### config.mk
export PLATFORM = sky130hd
export DESIGN_NAME = sbn_core
export DESIGN_NICKNAME = d
export VERILOG_FILES = /design/src/rtl/sbn_pkg.sv /design/src/rtl/sbn_ctrl.sv /design/src/rtl/sbn_pc.sv /design/src/rtl/sbn_datapath.sv /design/src/rtl/sbn_core.sv
export SDC_FILE = /design/constraint.sdc
export NUM_CORES = 1
export LEC_CHECK = 0
export ABC_AREA = 1
export CAP_MARGIN = 20
export CORE_MARGIN = 5
export CORE_UTILIZATION = 35
export DETAILED_ROUTE_END_ITERATION = 8
export GPL_ROUTABILITY_DRIVEN = 0
export GPL_TIMING_DRIVEN = 1
export PLACE_DENSITY = 0.6
export SETUP_SLACK_MARGIN = 0.15
export SLEW_MARGIN = 15
export SYNTH_ARGS = -nofsm -noshare
export SYNTH_HDL_FRONTEND = slang
export SYNTH_SLANG_ARGS = --single-unit
### constraint.sdc
create_clock -name clk -period 1.92 [get_ports clk]
set_clock_uncertainty 0.05 [all_clocks]
set_input_delay 0.192 -clock clk [delete_from_list [all_inputs] [get_ports clk]]
set_output_delay 0.192 -clock clk [all_outputs]
set_load 0.005 [all_outputs]
### src/rtl/sbn_pkg.sv
package sbn_pkg;
   typedef enum logic [2:0] {
      ST_FETCH = 3'd0,
      ST_RDA   = 3'd1,
      ST_RDB   = 3'd2,
      ST_WRA   = 3'd3,
      ST_NEXT  = 3'd4
   } sbn_state_e;
endpackage

### src/rtl/sbn_ctrl.sv
module sbn_ctrl
   import sbn_pkg::*;
(
   input  logic       clk,
   input  logic       rst_n,
   output sbn_state_e state
);
   sbn_state_e state_d;

   always_comb begin
      unique case (state)
         ST_FETCH: state_d = ST_RDA;
         ST_RDA:   state_d = ST_RDB;
         ST_RDB:   state_d = ST_WRA;
         ST_WRA:   state_d = ST_NEXT;
         default:  state_d = ST_FETCH;
      endcase
   end

   always_ff @(posedge clk or negedge rst_n) begin
      if (!rst_n) state <= ST_FETCH;
      else        state <= state_d;
   end
endmodule

### src/rtl/sbn_pc.sv
module sbn_pc #(
   parameter int ADDR_W = 4
) (
   input  logic              clk,
   input  logic              rst_n,
   input  logic              advance,
   input  logic              take,
   input  logic [ADDR_W-1:0] target,
   output logic [ADDR_W-1:0] pc
);
   always_ff @(posedge clk or negedge rst_n) begin
      if (!rst_n)       pc <= '0;
      else if (advance) pc <= take ? target : pc + ADDR_W'(1);
   end
endmodule

### src/rtl/sbn_datapath.sv
module sbn_datapath
   import sbn_pkg::*;
#(
   parameter int ADDR_W   = 4,
   parameter int DATA_W   = 12,
   parameter bit REG_DIFF = 1'b1
) (
   input  logic              clk,
   input  logic              rst_n,
   input  sbn_state_e        state,
   input  logic [DATA_W-1:0] rdata,
   output logic [ADDR_W-1:0] fld_a,
   output logic [ADDR_W-1:0] fld_b,
   output logic [ADDR_W-1:0] fld_c,
   output logic [DATA_W-1:0] wdata,
   output logic              neg
);
   localparam int SIGN_BIT = DATA_W - 1;

   logic [DATA_W-1:0] ir_q;
   logic [DATA_W-1:0] opa_q;

   always_ff @(posedge clk or negedge rst_n) begin
      if (!rst_n) begin
         ir_q  <= '0;
         opa_q <= '0;
      end else begin
         if (state == ST_FETCH) ir_q  <= rdata;
         if (state == ST_RDA)   opa_q <= rdata;
      end
   end

   assign fld_a = ir_q[DATA_W-1 -: ADDR_W];
   assign fld_b = ir_q[2*ADDR_W-1 -: ADDR_W];
   assign fld_c = ir_q[ADDR_W-1:0];

   generate
      if (REG_DIFF) begin : g_reg_diff
         logic [DATA_W-1:0] diff_q;
         always_ff @(posedge clk or negedge rst_n) begin
            if (!rst_n)                diff_q <= '0;
            else if (state == ST_RDB)  diff_q <= opa_q - rdata;
         end
         assign wdata = diff_q;
      end else begin : g_comb_diff
         logic [DATA_W-1:0] opb_q;
         always_ff @(posedge clk or negedge rst_n) begin
            if (!rst_n)                opb_q <= '0;
            else if (state == ST_RDB)  opb_q <= rdata;
         end
         assign wdata = opa_q - opb_q;
      end
   endgenerate

   assign neg = wdata[SIGN_BIT];
endmodule

### src/rtl/sbn_core.sv
module sbn_core
   import sbn_pkg::*;
#(
   parameter int ADDR_W   = 4,
   parameter int DATA_W   = 12,
   parameter bit REG_DIFF = 1'b1
) (
   input  logic              clk,
   input  logic              rst_n,
   output logic              mem_en,
   output logic              mem_rd_nwr,
   output logic [ADDR_W-1:0] mem_addr,
   output logic [DATA_W-1:0] mem_wdata,
   input  logic [DATA_W-1:0] mem_rdata
);
   localparam int FIELDS = 3;

   generate
      if (FIELDS * ADDR_W != DATA_W) begin : g_bad_width
         $error("sbn_core: DATA_W must hold exactly three ADDR_W fields");
      end
      if (ADDR_W < 1) begin : g_bad_addr
         $error("sbn_core: ADDR_W must be positive");
      end
   endgenerate

   sbn_state_e        state;
   logic [ADDR_W-1:0] pc, fld_a, fld_b, fld_c;
   logic              neg;

   sbn_ctrl u_ctrl (
      .clk   (clk),
      .rst_n (rst_n),
      .state (state)
   );

   sbn_datapath #(
      .ADDR_W   (ADDR_W),
      .DATA_W   (DATA_W),
      .REG_DIFF (REG_DIFF)
   ) u_dp (
      .clk   (clk),
      .rst_n (rst_n),
      .state (state),
      .rdata (mem_rdata),
      .fld_a (fld_a),
      .fld_b (fld_b),
      .fld_c (fld_c),
      .wdata (mem_wdata),
      .neg   (neg)
   );

   sbn_pc #(.ADDR_W(ADDR_W)) u_pc (
      .clk     (clk),
      .rst_n   (rst_n),
      .advance (state == ST_NEXT),
      .take    (neg),
      .target  (fld_c),
      .pc      (pc)
   );

   always_comb begin
      unique case (state)
         ST_RDA, ST_WRA: mem_addr = fld_a;
         ST_RDB:         mem_addr = fld_b;
         default:        mem_addr = pc;
      endcase
   end

   assign mem_en     = (state != ST_NEXT);
   assign mem_rd_nwr = (state != ST_WRA);
endmodule

==> flow_metrics.tcl <==
set metrics [dict create \
    post-route-period-util_pct 88.7 \
    placement.io_buffers 31 \
    clock_insertion_delay_worst_skew_ps 300 \
    criticalPathCategory "flip-flop to output pin" \
    cp.required_ps 1680 \
    placeableCoreArea_sq_mm 0.00683 \
    grt-ovfl-total 0 \
    final-max-slew-violation-count 0 \
    finalWorstPathRequiredPeriod_ps 1700 \
    critical-path-max-stage-delay_ps 440 \
    place_ws_ps -126 \
    rrSetupSlack_ps 280 \
    timing.critical_path.buf_inv 4 \
    tightest_slew_ps 574 \
    ant_nets 0 \
    crit_path_start_kind "flip-flop" \
    yosys.area.top_type_share_pct 43.7 \
    critical_path.endpoint_type "output pin" \
    holdWs_ps 279 \
    max-clock-path-buffers 2 \
    fmax_mhz 587 \
    slew_headroom_pct 61.8 \
    cellLeakagePower_nw 1.69 \
    power_dens_cells_mw_per_mm2 697 \
    detailed_routing_iterations_pass_1 4 \
    worst_ep_arrival_time_ps 1460 \
    status "finished, final reports clean" \
    switching_portion_of_total_power_pct 30.7 \
    setup_slack_ps 216 \
    routed_via_density 4.55 \
    timing.hold.worst.class "input pin to flip-flop" \
    yosys.area.top_type "dfrtp_1" \
    seq_power_share_pct 47.7 \
    fp-row-count 30 \
    avgRoutedWirePerCell_um 12.3 \
    dp.final_hpwl_mm 4.24 \
    grt_pass1_vias 2111 \
    htree_num_levels 2 \
    synth_nets 341 \
    finalSetupViolations 0 \
    numCtsBuffers 5 \
    initial_core_util_pct 36.1 \
    largest_net_degree_at_the_start_of_global_routing 44 \
    seq_area_frac_synth_pct 43.7 \
    grt_setup_unrepaired "yes" \
    cts.clk_slew.worst_paths_ps 90 \
    die_h_um 93.9 \
    p_int_w 0.00158 \
    cts_tree "done" \
    netlist_instances 314 \
    final_hold_viol_count 0 \
    max_cap_viol_count 0 \
    design_power_total_w 0.00228 \
    worst_path_cell_with_the_longest_stage_delay "dfrtp_2" \
    global_route.usage.total_pct 14.3 \
    grt_antenna_before_repair 0 \
    area_growth_pct 32.8 \
    yosys_warnings 0 \
    final_layout_size_suffix_gt1_share_pct 22.1 \
    power_frac_comb_pct 26.6 \
    power_switching_w 0.000699 \
    design.portCount 32 \
    detail_route.wirelength_mm 5.82 \
    nFillCells 708 \
    path_delay_family "flip-flops" \
    clkPwrFrac_pct 25.7 \
    antenna_cells_inserted 0 \
    grt_pass1_wl_mm 10.1 \
    crit_fanout 4 \
    power.ir.vdd_worst_uv 354 \
    yosysUniqueCellTypes 29 \
    synth_seq_cells 43 \
    buffer_type_at_the_clock_tree_root "clkbuf_8" \
    synth_area_sq_mm 0.00246 \
    mostFrequentLayoutCell "nand2_1" \
    worstPathCellList "inv_2, nor2_4, buf_12, buf_6, a22oi_2, nand2_1, buf_2" \
    final_cell_mix "109 x nand2_1, 43 x inv_1, 41 x dfrtp_1, 28 x buf_4, 23 x clkdlybuf4s50_1" \
    synth.top_cells.by_area "dfrtp_1 44%, nand2_1 17%, inv_1 6.7%" \
    dr_total_vias 2146 \
    die_w_um 93.9 \
    dieArea_sq_mm 0.00882 \
    detailedRoute.firstIterationViolations 93 \
    finalNetCount 402 \
    drcViolationCount 0 \
    syn-mean-instance-area_sq_um 7.85 \
    cts.sink_count 43 \
]
## flip-flops by register name, summed over array words and instances, names as in the netlist
register,flops
u_dp.ir_q,12
u_ctrl.state,3
u_dp.opa_q,12
u_pc.pc,4
u_dp.wdata,12
## power groups by stage
stage	Sequential (W)	Clock, W	Combinational (W)
5_1_grt	0.00110	0.000635	0.000695
4_1_cts	0.00109	0.000605	0.000596
6_report	0.00109	0.000586	0.000606
3_3_place_gp	0.00110	0	0.000593
2_1_floorplan	0.00107	0	0.000310
3_5_place_dp	0.00110	0	0.000602
## area by class of cell
| class | instances | area, sq um | area share (%) |
|---|---|---|---|
| well taps | 96 | 120 | 3.67 |
| repair buffers | 62 | 541 | 16.5 |
| clock buffers | 6 | 72.6 | 2.22 |
| flip-flops and latches | 43 | 1080 | 33.0 |
| clock inverters | 2 | 12.5 | 0.382 |
| inverters | 46 | 175 | 5.35 |
| multi-input cells | 217 | 1270 | 38.9 |
## worst reg2reg max path, cell delays in order (launching register included)
cell and delay (ps):
dfrtp_1 360, inv_1 70, ha_4 160, fa_2 370, inv_2 70, nand3_1 70
nand3_2 100, nand2_1 60, nand2_1 70, nand2_1 50, nand2_1 50, o21ai_0 70
## logic make-up (layout without fill, tap and decap cells)
logic type                 after synthesis  in the layout  share of synthesized area (%)
and+or+nand+nor                        152            152                           26.4
buffers and inverters                   54            116                           9.29
AOI/OAI and AO/OA                       46             46                           11.6
DFF                                     43             43                           43.7
adders and majority gates               13             13                           6.91
xor gates and xnor gates                 6              6                           2.13
## synth_stat cells
library cell,count
ha_1,12
xor2_1,4
o21ai_1,2
nand3b_1,1
dfrtp_1,43
nand2_4,2
fa_1,1
buf_2,2
inv_2,2
and2_1,1
o21ai_2,12
nor2_2,1
xnor2_1,2
buf_6,2
nand2_1,110
a22oi_1,4
or2_0,1
a21oi_1,6
nand4_1,4
clkbuf_1,1
nor2_4,2
nand2_2,1
nand3_1,16
o21ai_0,22
clkbuf_2,1
nor2_1,12
inv_1,44
nand3_2,1
buf_4,2
## metrics by stage
step | cell area [sq um] | cells | TNS (ps) | util [%]
floorplan | 2460 | 314 | 0 | -
global placement | 3020 | 458 | -254 | 44.2
detailed placement | 3020 | 458 | -435 | 44.2
CTS | 3180 | 471 | 0 | 46.5
global route | 3270 | 472 | 0 | 47.9
finish | 3270 | 472 | 0 | 47.9
## worst paths after layout
| check | from | depth (start not counted) | to |
|---|---|---|---|
| max in group asynchronous | rst_n | 3 | u_ctrl.state[2] |
| setup / recovery | u_ctrl.state[0] | 7 | mem_addr[3] |
| min in group asynchronous | rst_n | 3 | u_ctrl.state[1] |
| setup reg to reg | u_dp.opa_q[0] | 11 | u_dp.wdata[6] |
| hold reg to reg | u_dp.wdata[7] | 2 | u_dp.wdata[7] |
| hold / removal | mem_rdata[1] | 4 | u_dp.opa_q[1] |
## what timing repair did
item                       4_1_cts  5_1_grt
hold buffers                     1        0
setup endpoints to repair        6       12
resized for setup               25       18
gates cloned                     0        0
pin swaps                        7        6
setup buffers                    4        1
hold endpoints to repair        43        0
## layer usage
layer / wire length [um] / GRT usage, % / share of wire, %
met4: 47 / 3.25 / 0.81
met3: 278 / 2.88 / 4.8
met5: 0 / 0 / 0
met1: 2950 / 21.0 / 51
met2: 2540 / 21.4 / 44
No activity file was read; power rests on OpenSTA's default activity.
